### config.mk
export PLATFORM = sky130hd
export DESIGN_NAME = sirq_frame_host
export DESIGN_NICKNAME = d
export VERILOG_FILES = /design/src/rtl/sirq_pkg.sv /design/src/rtl/sirq_cfg.sv /design/src/rtl/sirq_seq.sv /design/src/rtl/sirq_capture.sv /design/src/rtl/sirq_frame_host.sv
export SDC_FILE = /design/constraint.sdc
export NUM_CORES = 1
export LEC_CHECK = 0
export BUFFER_PORTS_ARGS = -buffer_cell sky130_fd_sc_hd__buf_4
export CAP_MARGIN = 20
export CORE_MARGIN = 2
export CORE_UTILIZATION = 50
export DETAILED_ROUTE_END_ITERATION = 16
export PLACE_DENSITY = 0.7
export REMOVE_ABC_BUFFERS = 1
export SYNTH_ARGS = -nofsm -noshare
export SYNTH_HDL_FRONTEND = slang
export SYNTH_HIERARCHICAL = 1
export SYNTH_SLANG_ARGS = --single-unit
### constraint.sdc
create_clock -name clk -period 5.1 [get_ports clk]
set_clock_uncertainty 0.15 [all_clocks]
set_input_delay 1.02 -clock clk [delete_from_list [all_inputs] [get_ports clk]]
set_output_delay 1.02 -clock clk [all_outputs]
set_load 0.03 [all_outputs]
### src/rtl/sirq_pkg.sv
package sirq_pkg;

  localparam int SLOT_BASE = 17;
  localparam int SZ_W      = 4;
  localparam int MAX_SLOTS = SLOT_BASE + (1 << SZ_W) - 1;
  localparam int IDX_W     = $clog2(MAX_SLOTS);
  localparam int CNT_W     = 4;
  localparam int CFG_W     = 8;

  localparam logic [CNT_W-1:0] STOP_CONT_LEN  = CNT_W'(3);
  localparam logic [CNT_W-1:0] STOP_QUIET_LEN = CNT_W'(2);
  localparam logic [CFG_W-1:0] CFG_RESET      = 8'h10;

  typedef struct packed {
    logic            en;
    logic            cont;
    logic [SZ_W-1:0] size;
    logic [1:0]      width;
  } sirq_cfg_t;

  typedef enum logic [2:0] {
    ST_IDLE,
    ST_START,
    ST_START_HI,
    ST_START_TA,
    ST_SLOT,
    ST_STOP,
    ST_STOP_HI,
    ST_STOP_TA
  } sirq_state_e;

  function automatic logic [CNT_W-1:0] start_len(input logic [1:0] code);
    case (code)
      2'b01:   return CNT_W'(6);
      2'b10:   return CNT_W'(8);
      default: return CNT_W'(4);
    endcase
  endfunction

endpackage

### src/rtl/sirq_cfg.sv
module sirq_cfg
  import sirq_pkg::*;
#(
  parameter int                W         = CFG_W,
  parameter logic [CFG_W-1:0]  RESET_VAL = CFG_RESET
) (
  input  logic         clk,
  input  logic         rst_n,
  input  logic         we,
  input  logic [W-1:0] wdata,
  output logic [W-1:0] rdata,
  output sirq_cfg_t    cfg
);

  logic [W-1:0] cfg_q;

  always_ff @(posedge clk or negedge rst_n) begin
    if (!rst_n)  cfg_q <= RESET_VAL;
    else if (we) cfg_q <= wdata;
  end

  assign rdata = cfg_q;
  assign cfg   = sirq_cfg_t'(cfg_q);

  // a write is visible on the next cycle
  a_r1_write_lands: assert property (@(posedge clk) disable iff (!rst_n)
    we |=> (rdata == $past(wdata)));

endmodule

### src/rtl/sirq_seq.sv
module sirq_seq
  import sirq_pkg::*;
#(
  parameter int IW = IDX_W,
  parameter int CW = CNT_W
) (
  input  logic          clk,
  input  logic          rst_n,
  input  sirq_cfg_t     cfg,
  input  logic          sense_n,
  output logic          drv_low,
  output logic          drv_high,
  output logic          open_stb,
  output logic          sample_stb,
  output logic          done_stb,
  output logic [IW-1:0] slot_idx
);

  localparam logic [1:0]    PH_LAST = 2'd2;
  localparam logic [CW-1:0] ONE     = CW'(1);
  localparam logic [CW-1:0] TWO     = CW'(2);

  sirq_state_e   st_q, st_d;
  logic [CW-1:0] cnt_q, cnt_d;
  logic [IW-1:0] idx_q, idx_d;
  logic [IW-1:0] last_q, last_d;
  logic [1:0]    ph_q, ph_d;
  logic          primed_q, primed_d;
  logic [CW-1:0] len;
  logic [IW-1:0] last_new;

  assign len      = start_len(cfg.width);
  assign last_new = IW'(SLOT_BASE - 1 + int'(cfg.size));

  always_comb begin
    st_d     = st_q;
    cnt_d    = cnt_q;
    idx_d    = idx_q;
    last_d   = last_q;
    ph_d     = ph_q;
    primed_d = primed_q;
    open_stb = 1'b0;
    done_stb = 1'b0;
    case (st_q)
      ST_IDLE: begin
        if (cfg.cont) begin
          open_stb = 1'b1;
          st_d     = ST_START;
          cnt_d    = len - ONE;
          last_d   = last_new;
        end else if (primed_q && !sense_n) begin
          open_stb = 1'b1;
          st_d     = ST_START;
          cnt_d    = len - TWO;
          last_d   = last_new;
        end
      end
      ST_START: begin
        if (cnt_q == '0) st_d = ST_START_HI;
        else             cnt_d = cnt_q - ONE;
      end
      ST_START_HI: st_d = ST_START_TA;
      ST_START_TA: begin
        st_d  = ST_SLOT;
        idx_d = '0;
        ph_d  = 2'd0;
      end
      ST_SLOT: begin
        if (ph_q == PH_LAST) begin
          if (idx_q == last_q) begin
            st_d     = ST_STOP;
            done_stb = 1'b1;
            primed_d = 1'b1;
            cnt_d    = cfg.cont ? (STOP_CONT_LEN - ONE) : (STOP_QUIET_LEN - ONE);
          end else begin
            idx_d = idx_q + IW'(1);
            ph_d  = 2'd0;
          end
        end else begin
          ph_d = ph_q + 2'd1;
        end
      end
      ST_STOP: begin
        if (cnt_q == '0) st_d = ST_STOP_HI;
        else             cnt_d = cnt_q - ONE;
      end
      ST_STOP_HI: st_d = ST_STOP_TA;
      ST_STOP_TA: begin
        if (cfg.cont) begin
          open_stb = 1'b1;
          st_d     = ST_START;
          cnt_d    = len - ONE;
          last_d   = last_new;
        end else begin
          st_d = ST_IDLE;
        end
      end
      default: st_d = ST_IDLE;
    endcase
    if (!cfg.en) begin
      st_d     = ST_IDLE;
      open_stb = 1'b0;
      done_stb = 1'b0;
      primed_d = primed_q;
    end
  end

  always_ff @(posedge clk or negedge rst_n) begin
    if (!rst_n) begin
      st_q     <= ST_IDLE;
      cnt_q    <= '0;
      idx_q    <= '0;
      last_q   <= '0;
      ph_q     <= 2'd0;
      primed_q <= 1'b0;
    end else begin
      st_q     <= st_d;
      cnt_q    <= cnt_d;
      idx_q    <= idx_d;
      last_q   <= last_d;
      ph_q     <= ph_d;
      primed_q <= primed_d;
    end
  end

  assign drv_low    = (st_q == ST_START)    || (st_q == ST_STOP);
  assign drv_high   = (st_q == ST_START_HI) || (st_q == ST_STOP_HI);
  assign sample_stb = (st_q == ST_SLOT) && (ph_q == 2'd0);
  assign slot_idx   = idx_q;

  // clearing enable releases the line on the following cycle
  a_r2_disable_releases: assert property (@(posedge clk) disable iff (!rst_n)
    !cfg.en |=> (!drv_low && !drv_high));

  // the end of the start pulse is followed by a driven-high clock
  a_r6_high_after_start: assert property (@(posedge clk) disable iff (!rst_n)
    (st_q == ST_START && cnt_q == '0 && cfg.en) |=> drv_high);

  // the slot index stays inside the latched slot count
  a_r7_slot_bound: assert property (@(posedge clk) disable iff (!rst_n)
    (st_q == ST_SLOT) |-> (idx_q <= last_q));

  // completing the last slot leads straight into the stop pulse
  a_r8_stop_follows: assert property (@(posedge clk) disable iff (!rst_n)
    done_stb |=> drv_low);

  // an unprimed host in quiet mode never opens a cycle
  a_r10_unprimed_quiet: assert property (@(posedge clk) disable iff (!rst_n)
    (st_q == ST_IDLE && !primed_q && !cfg.cont) |=> !drv_low);

endmodule

### src/rtl/sirq_capture.sv
module sirq_capture
  import sirq_pkg::*;
#(
  parameter int N  = MAX_SLOTS,
  parameter int IW = IDX_W
) (
  input  logic          clk,
  input  logic          rst_n,
  input  logic          open_stb,
  input  logic          sample_stb,
  input  logic [IW-1:0] slot_idx,
  input  logic          req,
  input  logic          done_stb,
  output logic [N-1:0]  vec
);

  logic [N-1:0] shadow_q;

  always_ff @(posedge clk or negedge rst_n) begin
    if (!rst_n) begin
      shadow_q <= '0;
    end else if (open_stb) begin
      shadow_q <= '0;
    end else if (sample_stb) begin
      for (int k = 0; k < N; k++) begin
        if (slot_idx == IW'(k)) shadow_q[k] <= req;
      end
    end
  end

  always_ff @(posedge clk or negedge rst_n) begin
    if (!rst_n)        vec <= '0;
    else if (done_stb) vec <= shadow_q;
  end

  // the published vector moves only when a cycle completes
  a_r9_vec_holds: assert property (@(posedge clk) disable iff (!rst_n)
    !done_stb |=> $stable(vec));

  // a new cycle starts from an empty shadow
  a_r9_shadow_clears: assert property (@(posedge clk) disable iff (!rst_n)
    open_stb |=> (shadow_q == '0));

endmodule

### src/rtl/sirq_frame_host.sv
module sirq_frame_host
  import sirq_pkg::*;
#(
  parameter int N = MAX_SLOTS
) (
  input  logic             clk,
  input  logic             rst_n,
  input  logic             cfg_we,
  input  logic [CFG_W-1:0] cfg_wdata,
  output logic [CFG_W-1:0] cfg_rdata,
  input  logic             line_in,
  output logic             drv_low,
  output logic             drv_high,
  output logic [N-1:0]     irq_vec
);

  sirq_cfg_t        cfg;
  logic             sense_n;
  logic             open_stb;
  logic             sample_stb;
  logic             done_stb;
  logic [IDX_W-1:0] slot_idx;

  sirq_cfg #(.W(CFG_W), .RESET_VAL(CFG_RESET)) u_cfg (
    .clk   (clk),
    .rst_n (rst_n),
    .we    (cfg_we),
    .wdata (cfg_wdata),
    .rdata (cfg_rdata),
    .cfg   (cfg)
  );

  // disabled: the line is seen as permanently high
  assign sense_n = cfg.en ? line_in : 1'b1;

  sirq_seq #(.IW(IDX_W), .CW(CNT_W)) u_seq (
    .clk        (clk),
    .rst_n      (rst_n),
    .cfg        (cfg),
    .sense_n    (sense_n),
    .drv_low    (drv_low),
    .drv_high   (drv_high),
    .open_stb   (open_stb),
    .sample_stb (sample_stb),
    .done_stb   (done_stb),
    .slot_idx   (slot_idx)
  );

  sirq_capture #(.N(N), .IW(IDX_W)) u_cap (
    .clk        (clk),
    .rst_n      (rst_n),
    .open_stb   (open_stb),
    .sample_stb (sample_stb),
    .slot_idx   (slot_idx),
    .req        (!sense_n),
    .done_stb   (done_stb),
    .vec        (irq_vec)
  );

  // the host never fights a peripheral during a sample clock
  a_r7_no_drive_sample: assert property (@(posedge clk) disable iff (!rst_n)
    sample_stb |-> (!drv_low && !drv_high));

endmodule

==> results.md, run 1 <==
* Status: complete, no violations
* Synth cell types at 49
* Max-slew violations at 0
* RSZ-0062 raised after global routing: false
* Setup violators final at 0
* Largest area contributor in the netlist: dfrtp_1
* TritonCTS clock tree: yes
* Share of cells above drive strength 1 at 0.313
* PortBufs at 53
* Fin Hold WS at 328 ps
* Final wirelength at 7.73 mm
* CORE AREA at 8640 sq um
* Io pins at 54
* Worst Setup Slack, final at 1900 ps
* Crit-path max FO at 18
* Post-Syn Area at 4400 sq um
* Worst vdd ir at 153 uV
* DP Worst Slack at 1510 ps
* Initial Util at 0.510
* Setup_tns at 0 ps
* Clock share of power at 0.323
* Synthesized area per cell at 11.8 sq um
* Sequential group share of total power at 0.529
* Placed insts at 511
* Total gr overflow at 0
* Drt pass-1 iters at 4
* Fin nets at 432
* Register area share after synthesis at 0.523
* Total number of vias at 2806
* Final Hold Vio Count at 0
* Max cap viols at 0
* Layout Utilization at 0.580
* Area occupied by multi-input gates at 1910 sq um
* Pleak at 2.57 nW
* Pint at 1.11 mW
* Overall Power at 1.53 mW
* Largest cells by area after synthesis: dfrtp_1 (52%), mux2_2 (9.2%), mux2i_1 (7.7%)
* Clk pin slew, worst setup/hold paths at 90 ps
* Placer Congestion at 0.782
* Die X at 97.8 um
* Number of global-route vias before repair at 2853
* Clock Sinks at 92
* Switching pwr at 0.422 mW
* # resized after CTS at 0
* Largest net degree at the start of global routing at 66
* Post-route DRC at 0
* Critical path launch point type: input pin
* Yosys top cell area share at 0.517
* HP Class: reg -> reg
* Register Area at 2300 sq um
* Routed length per instance at 14.7 um
* Drt via density at 5.32
* Number of cells produced by synthesis at 372
* CTS max path bufs at 2
* Post-CTS Hold Buffers at 0
* Post-CTS Setup Bufs at 0
* Filler cells at 742
* Slew margin rel. at 0.453
* Hold_sp: u_seq/primed_q$_DFFE_PN0P_
* Critical path required time at 5190 ps
* Arr. time, crit path at 3290 ps
* Fin crit period at 3200 ps
* Sw frac at 0.275
* Initial DRC count at 128
* Worst-Skew Late Latency at 360 ps
* H-tree levels at 3
* First-pass GRT wire length at 13.5 mm
* Die area at 9570 sq um
* Root buffer cell: clkbuf_8
* Num CTS Buffers at 9
* Area post-placement at 4810 sq um
* Initial antenna violation count at 0
* # diodes at 0
* Worst r2r src: u_seq/st_q[1]$_DFFE_PN0P_
* Max Freq at 313 MHz
* Yosys warns at 6
* CP startpoint: line_in
* Global Route Usage Sum at 0.174
* Final non-filler cell total at 527
* Kind of critical path: in -> reg
* Area delta synth->final at 13.8%
* Routed Antenna Nets at 0
* Yosys reg bits at 92
* Power density over the cells at 306 nW/um^2
* Design Area, Final at 5010 sq um
* Die Ht at 97.8 um
* CP Capture Type: flip-flop
* Slew @ Worst Pin at 814 ps
* Site Rows at 34
* Combinational fraction of design power at 0.148
* Fin crit share at 0.627
* HPWL Detailed at 5.15 mm
## kinds of logic after synthesis
logic type / after synthesis / synth area share
compound gates: 29 / 0.0432
xor+xnor: 6 / 0.0119
fa+ha+maj: 6 / 0.0171
buf+inv: 35 / 0.0443
flops: 92 / 0.523
mux: 80 / 0.202
simple gates: 124 / 0.158
## area by class of cell
type                    count  share of cell area
flip-flops and latches     92               0.460
multi-input cells         245               0.381
repair buffers             57              0.0854
well taps                 108              0.0270
clock buffers               9              0.0247
clock inverters             7              0.0152
inverters                   9             0.00674
## state kept, by name, indices dropped and copies added, names as in the netlist
signal and flops:
u_seq/st_q 3, u_seq/ph_q 2, u_seq/primed_q 1, u_seq/slot_idx 5, u_seq/cnt_q 4, u_cap/shadow_q 32
u_seq/last_q 5, u_cfg/cfg 8, u_cap/vec 32
## layer usage
layer | part of all wire | global-route usage
met1 | 0.48 | 0.242
met2 | 0.46 | 0.270
met3 | 0.032 | 0.0286
met4 | 0.020 | 0.0748
met5 | 0 | 0
## synth_stat cells, drive strengths merged
| master | count |
|---|---|
| or3b | 2 |
| and2 | 2 |
| clkbuf | 7 |
| or3 | 2 |
| ha | 6 |
| inv | 9 |
| xnor2 | 6 |
| o21ai | 9 |
| and4 | 1 |
| a31o | 2 |
| nand3 | 5 |
| or4 | 2 |
| and4bb | 3 |
| o2bb2ai | 1 |
| dfstp | 1 |
| and4b | 3 |
| a211oi | 1 |
| nor4 | 1 |
| nor2 | 10 |
| nor4b | 1 |
| nor2b | 4 |
| nand2 | 43 |
| a22oi | 1 |
| nand2b | 36 |
| o211ai | 1 |
| or2b | 1 |
| buf | 19 |
| dfrtp | 91 |
| o2111ai | 1 |
| a21oi | 7 |
| nand3b | 2 |
| mux2 | 46 |
| mux2i | 34 |
| or2 | 3 |
| o22ai | 1 |
| o31ai | 2 |
| o32a | 1 |
| nor3 | 3 |
| a21o | 2 |
## power by group through the flow
stage / sequential (mW) / clock (mW) / combinational [mW]
after floorplan: 0.828 / 0 / 0.151
after global placement: 0.823 / 0 / 0.225
after detailed placement: 0.825 / 0 / 0.231
after CTS: 0.811 / 0.512 / 0.231
after global routing: 0.820 / 0.534 / 0.255
final: 0.810 / 0.494 / 0.227
## critical path: stages
cell	delay, ps
buf_4	110
nand2b_1	120
inv_1	60
a21oi_1	80
or4_2	540
o21ai_1	270
and2_1	200
nand2b_1	450
buf_4	330
mux2i_1	100
## path summary, 6_finish.rpt
path / end / slack [ps] / cells after the start
max: u_cap/shadow_q[5]$_DFFE_PN0P_ / 1900 / 10
min: u_seq/primed_q$_DFFE_PN0P_ / 330 / 1
max reg2reg: u_cap/shadow_q[5]$_DFFE_PN0P_ / 2240 / 6
min reg2reg: u_seq/primed_q$_DFFE_PN0P_ / 330 / 1
max in group asynchronous: u_cfg/cfg[4]$_DFFE_PN1P_ / 3300 / 2
min in group asynchronous: u_cap/vec[11]$_DFFE_PN0P_ / 600 / 1
## cells in the final DEF (no fill, tap or decap), drive strengths merged, types with 2 or more instances in the layout
cell type  netlist  layout
buf             19      57
or4              2       2
nand3b           2       2
nand3            5       5
and4bb           3       3
a21o             2       2
xnor2            6       6
or3b             2       2
ha               6       6
dfrtp           91      91
nor3             3       3
or3              2       2
nand2b          36      36
nor2            10      10
clkinv           0       4
mux2i           34      34
and4b            3       3
clkbuf           7       9
inv              9      10
mux2            46      46
nor2b            4       4
o21ai            9       9
nand2           43      43
and2             2       2
or2              3       3
a31o             2       2
o31ai            2       2
a21oi            7       7
Note: power is estimated with default switching activity, not from simulation.
==> run 2: changes to the inputs <==
==> constraint.sdc (replaced) <==
create_clock -name clk -period 3.1 [get_ports clk]
set_clock_uncertainty 0.15 [all_clocks]
set_input_delay 0.62 -clock clk [delete_from_list [all_inputs] [get_ports clk]]
set_output_delay 0.62 -clock clk [all_outputs]
set_load 0.03 [all_outputs]
==> run 2 against run 1 <==
  * Final area is 0.50% higher
  * Wire length hardly changed
  * Sequential power rose by 64%
  * Combinational power increased by 71%
  * Die area unchanged
  * Critical path depth decreased by 4
  * Clock-buffer cell count is the same
  * Clock power is 59% higher
  * Utilization grew 0.29 points
  * Critical endpoint is now u_cap/vec[0]$_DFFE_PN0P_
  * Largest cell class unchanged
  * Largest power group unchanged
==> results.md, run 2 (synthesis results as in run 1) <==
* Kind of critical path: reg -> reg
* Root buffer cell: clkbuf_8
* Setup_tns at 0 ps
* Total number of vias at 2790
* Drt pass-1 iters at 4
* Num CTS Buffers at 9
* Initial Util at 0.510
* Crit-path max FO at 33
* Power density over the cells at 497 nW/um^2
* Fin crit period at 2550 ps
* Final wirelength at 7.72 mm
* FF-to-FF path depth at 6
* Number of global-route vias before repair at 2845
* Io pins at 54
* Post-route DRC at 0
* Crit path cell chain: xnor2_1 -> nand3_1 -> or2_2 -> nor4_2 -> buf_4 -> mux2_2
* Area delta synth->final at 14.4%
* Final Hold Vio Count at 0
* R2R Setup Slk at 550 ps
* PortBufs at 53
* Fin nets at 435
* Routed Antenna Nets at 0
* Slew @ Worst Pin at 743 ps
* Slew margin rel. at 0.503
* Worst vdd ir at 247 uV
* First-pass GRT wire length at 13.5 mm
* CTS max path bufs at 2
* Pleak at 2.58 nW
* # resized after CTS at 0
* Site Rows at 34
* Die X at 97.8 um
* Critical path required time at 3190 ps
* Layout Utilization at 0.583
* Critical path launch point type: flip-flop
* Critical Path Slowest Stage Cell: dfrtp_1
* Cell family with most CP delay: simple AND/OR/NAND/NOR gates
* Post-CTS Setup Bufs at 0
* Most common cell after layout, fill and taps aside: dfrtp_1
* CP Capture Type: flip-flop
* Max-slew violations at 0
* Buffers plus inverters on the worst setup path at 1
* Worst r2r src: u_seq/slot_idx[4]$_DFFE_PN0P_
* Status: complete, no violations
* Initial DRC count at 118
* CORE AREA at 8640 sq um
* Max cap viols at 0
* Largest net degree at the start of global routing at 54
* Die area at 9570 sq um
* Most frequent cells in the layout: dfrtp_1 (91), buf_4 (59), nand2_1 (43)
* Clock Sinks at 92
* TritonCTS clock tree: yes
* Crit Reg-Reg Endpoint: u_cap/vec[0]$_DFFE_PN0P_
* Total gr overflow at 0
* H-tree levels at 3
* RSZ-0062 raised after global routing: false
* Max Freq at 393 MHz
* Setup violators final at 0
* # diodes at 0
* Die Ht at 97.8 um
* Max incr delay on CP at 580 ps
* Post-CTS Hold Buffers at 0
* HPWL Detailed at 5.01 mm
* HP Class: in -> async
* Filler cells at 726
* Fin crit share at 0.821
* Share of cells above drive strength 1 at 0.316
* Placer Congestion at 0.756
* Clk pin slew, worst setup/hold paths at 90 ps
* Global Route Usage Sum at 0.176
* Initial antenna violation count at 0
* Drt via density at 5.27
* Arr. time, crit path at 2640 ps
* Worst-Skew Late Latency at 350 ps
* Routed length per instance at 14.6 um
run 2: area by class of cell:
cell class / instances / area (sq um) / area share
Sequential cell: 92 / 2300 / 0.458
Clock inverter: 6 / 66.3 / 0.0132
Multi-Input combinational cell: 245 / 1910 / 0.379
Inverter: 9 / 33.8 / 0.00671
Clock buffer: 9 / 124 / 0.0246
Timing Repair Buffer: 60 / 463 / 0.0919
Tap cell: 108 / 135 / 0.0268
run 2: report_power, final:
group          leakage, nW  internal [mW]  switching [mW]
combinational         1.25          0.189           0.200
sequential            1.24           1.27          0.0618
clock               0.0873          0.368           0.416
run 2: stage by stage:
step,area [sq um],std cells,worst slack [ps],hold WS (ps),power (mW)
floorplan,4240,346,-1850,174,1.61
global placement,4840,514,519,304,1.73
detailed placement,4840,514,437,304,1.75
CTS,5030,529,528,173,2.53
global route,5030,529,399,208,2.63
finish,5030,529,554,141,2.50
run 2: how the worst max path moves through the flow:
| stage | from | to | slack, ps | depth (start not counted) |
|---|---|---|---|---|
| after floorplan | u_seq/slot_idx[4]$_DFFE_PN0P_ | u_cap/vec[0]$_DFFE_PN0P_ | -1850 | 5 |
| after global placement | line_in | u_cap/shadow_q[26]$_DFFE_PN0P_ | 520 | 10 |
| after detailed placement | line_in | u_cap/shadow_q[3]$_DFFE_PN0P_ | 440 | 10 |
| after CTS | u_seq/slot_idx[4]$_DFFE_PN0P_ | u_cap/vec[0]$_DFFE_PN0P_ | 530 | 6 |
| after global routing | u_seq/slot_idx[4]$_DFFE_PN0P_ | u_cap/vec[8]$_DFFE_PN0P_ | 400 | 6 |
| final | u_seq/slot_idx[4]$_DFFE_PN0P_ | u_cap/vec[0]$_DFFE_PN0P_ | 550 | 6 |
run 2: layer usage:
layer / up-vias / part of all wire / GRT usage
met5: - / 0 / 0
met4: 0 / 0.016 / 0.0598
met3: 12 / 0.042 / 0.0451
met2: 68 / 0.48 / 0.276
met1: 1357 / 0.46 / 0.240
li1: 1353 / - / -
==> run 3: changes to the inputs <==
--- a/config.mk
+++ b/config.mk
@@ -10,7 +10,7 @@
 export CORE_MARGIN = 2
 export CORE_UTILIZATION = 50
 export DETAILED_ROUTE_END_ITERATION = 16
-export PLACE_DENSITY = 0.7
+export PLACE_DENSITY = 0.73
 export REMOVE_ABC_BUFFERS = 1
 export SYNTH_ARGS = -nofsm -noshare
 export SYNTH_HDL_FRONTEND = slang
==> constraint.sdc (replaced) <==
create_clock -name clk -period 2.05 [get_ports clk]
set_clock_uncertainty 0.15 [all_clocks]
set_input_delay 0.41 -clock clk [delete_from_list [all_inputs] [get_ports clk]]
set_output_delay 0.41 -clock clk [all_outputs]
set_load 0.03 [all_outputs]
==> run 3 against run 2 <==
  * The flow now finishes with violations (setup timing)
  * Non-clock buffer count up 43
  * Global-route usage up 1.9 points
  * Critical path type unchanged
  * Flip-flop and latch count unchanged
  * Power up 64%
  * Sequential share of layout area down 5.2 points
  * Highest routed layer unchanged
  * Critical endpoint is now u_cap/vec[17]$_DFFE_PN0P_
==> results.md, run 3 (synthesis results as in run 1) <==
* Crit-path max FO at 5
* Routed length per instance at 16.4 um
* Initial antenna violation count at 1
* Worst vdd ir at 572 uV
* Overall Power at 4.11 mW
* Drt via density at 5.33
* Combinational fraction of design power at 0.195
* Fin Hold WS at 132 ps
* Area delta synth->final at 29.2%
* Status: finished, violations left
* Largest net degree at the start of global routing at 45
* Max Freq at 473 MHz
* Final Hold Vio Count at 0
* Power density over the cells at 723 nW/um^2
* Clock share of power at 0.318
* Max cap viols at 0
* Fin crit period at 2110 ps
* Arr. time, crit path at 2200 ps
* CP startpoint: u_seq/slot_idx[0]$_DFFE_PN0P_
* H-tree levels at 3
* Switching pwr at 1.09 mW
* RSZ-0062 raised after global routing: true
* Site Rows at 34
* Sw frac at 0.266
* HPWL Detailed at 6.02 mm
* CP Capture Type: flip-flop
* Final wirelength at 9.41 mm
* PortBufs at 53
* CTS max path bufs at 2
* Worst-Skew Late Latency at 350 ps
* Die X at 97.8 um
* Initial DRC count at 135
* Num CTS Buffers at 9
* Post-route DRC at 0
* Drt pass-1 iters at 4
* Fin nets at 478
* Failing checks: setup timing
* Share of cells above drive strength 1 at 0.401
* Total number of vias at 3054
* Filler cells at 643
* Max-slew violations at 0
* Pleak at 2.89 nW
* Hold_sp: cfg_wdata[1]
* Sequential group share of total power at 0.487
* Global Route Usage Sum at 0.195
* Most common cell after layout, fill and taps aside: dfrtp_1
* Critical path launch point type: flip-flop
* Slew margin rel. at 0.606
* Initial Util at 0.510
* Most frequent cells in the layout: dfrtp_1 (91), buf_4 (87), nand2_1 (43)
* Critical path required time at 2140 ps
* Routed Antenna Nets at 0
* Placed insts at 543
* R2R Setup Slk at -60 ps
* Placer Congestion at 0.863
* TritonCTS clock tree: yes
* Number of global-route vias before repair at 3029
* Kind of critical path: reg -> reg
* HP Class: in -> reg
* Final non-filler cell total at 573
* Clock Sinks at 92
* Pint at 3.02 mW
* Io pins at 54
* Clk pin slew, worst setup/hold paths at 90 ps
* Root buffer cell: clkbuf_8
* Worst r2r src: u_seq/slot_idx[0]$_DFFE_PN0P_
* Worst Setup Slack, final at -62.9 ps
* Die area at 9570 sq um
* CORE AREA at 8640 sq um
* Fin crit share at 1.03
* First-pass GRT wire length at 14.8 mm
* Die Ht at 97.8 um
* Slew @ Worst Pin at 591 ps
* Setup violators final at 48
* Total gr overflow at 0
-- run 3: area by class of cell --
class                   instances  area [sq um]  area share
diodes                          1          2.50    0.000440
multi-input cells             245          2050       0.360
inverters                       9          33.8     0.00594
well taps                     108           135      0.0238
clock inverters                 6          90.1      0.0158
repair buffers                103           948       0.167
flip-flops and latches         92          2300       0.405
clock buffers                   9           124      0.0218
-- run 3: layer usage --
metal,global-route usage,vias up,routed length (um)
li1,-,1445,-
met1,0.264,1518,4280
met2,0.316,75,4560
met3,0.0336,16,355
met4,0.0759,0,209
met5,0,-,0
-- run 3: power by group through the flow --
stage | clock network [mW] | logic, mW | registers (mW)
after detailed placement | 0 | 0.714 | 2.04
final | 1.31 | 0.800 | 2.00
after CTS | 1.33 | 0.759 | 2.00
after global routing | 1.40 | 0.871 | 2.02
after global placement | 0 | 0.688 | 2.03
after floorplan | 0 | 0.375 | 2.06
-- run 3: repair_timing --
item / CTS / global route
endpoints found under the hold margin: 40 / 0
setup buffers: 4 / 3
gates cloned: 3 / 3
hold buffers: 1 / 0
pin swaps: 3 / 5
resized for setup: 22 / 29
endpoints found under the setup margin: 69 / 72
-- run 3: per-stage QoR --
stage	util	TNS [ps]	setup WS, ps	area, sq um
2_1_floorplan	-	-128210	-2900	4240
3_3_place_gp	0.589	-11580	-230	5090
3_5_place_dp	0.589	-15800	-332	5090
4_1_cts	0.635	-327	-24.7	5490
5_1_grt	0.658	-4720	-117	5680
6_report	0.659	-1440	-62.9	5690
-- run 3: final timing paths --
kind                                              end  depth (start not counted)
setup reg to reg            u_cap/vec[17]$_DFFE_PN0P_                          7
setup / recovery            u_cap/vec[17]$_DFFE_PN0P_                          7
hold reg to reg            u_seq/primed_q$_DFFE_PN0P_                          1
min in group asynchronous   u_cap/vec[29]$_DFFE_PN0P_                          2
hold / removal               u_cfg/cfg[1]$_DFFE_PN0P_                          2
max in group asynchronous   u_seq/ph_q[1]$_DFFE_PN0P_                          3
-- run 3: worst max-delay path, stage by stage (launching register included) --
cell and delay [ps]:
dfrtp_1 400, xnor2_1 180, nand3_1 150, or2_4 280
nor4_4 150, buf_6 210, clkbuf_16 160, mux2_2 320
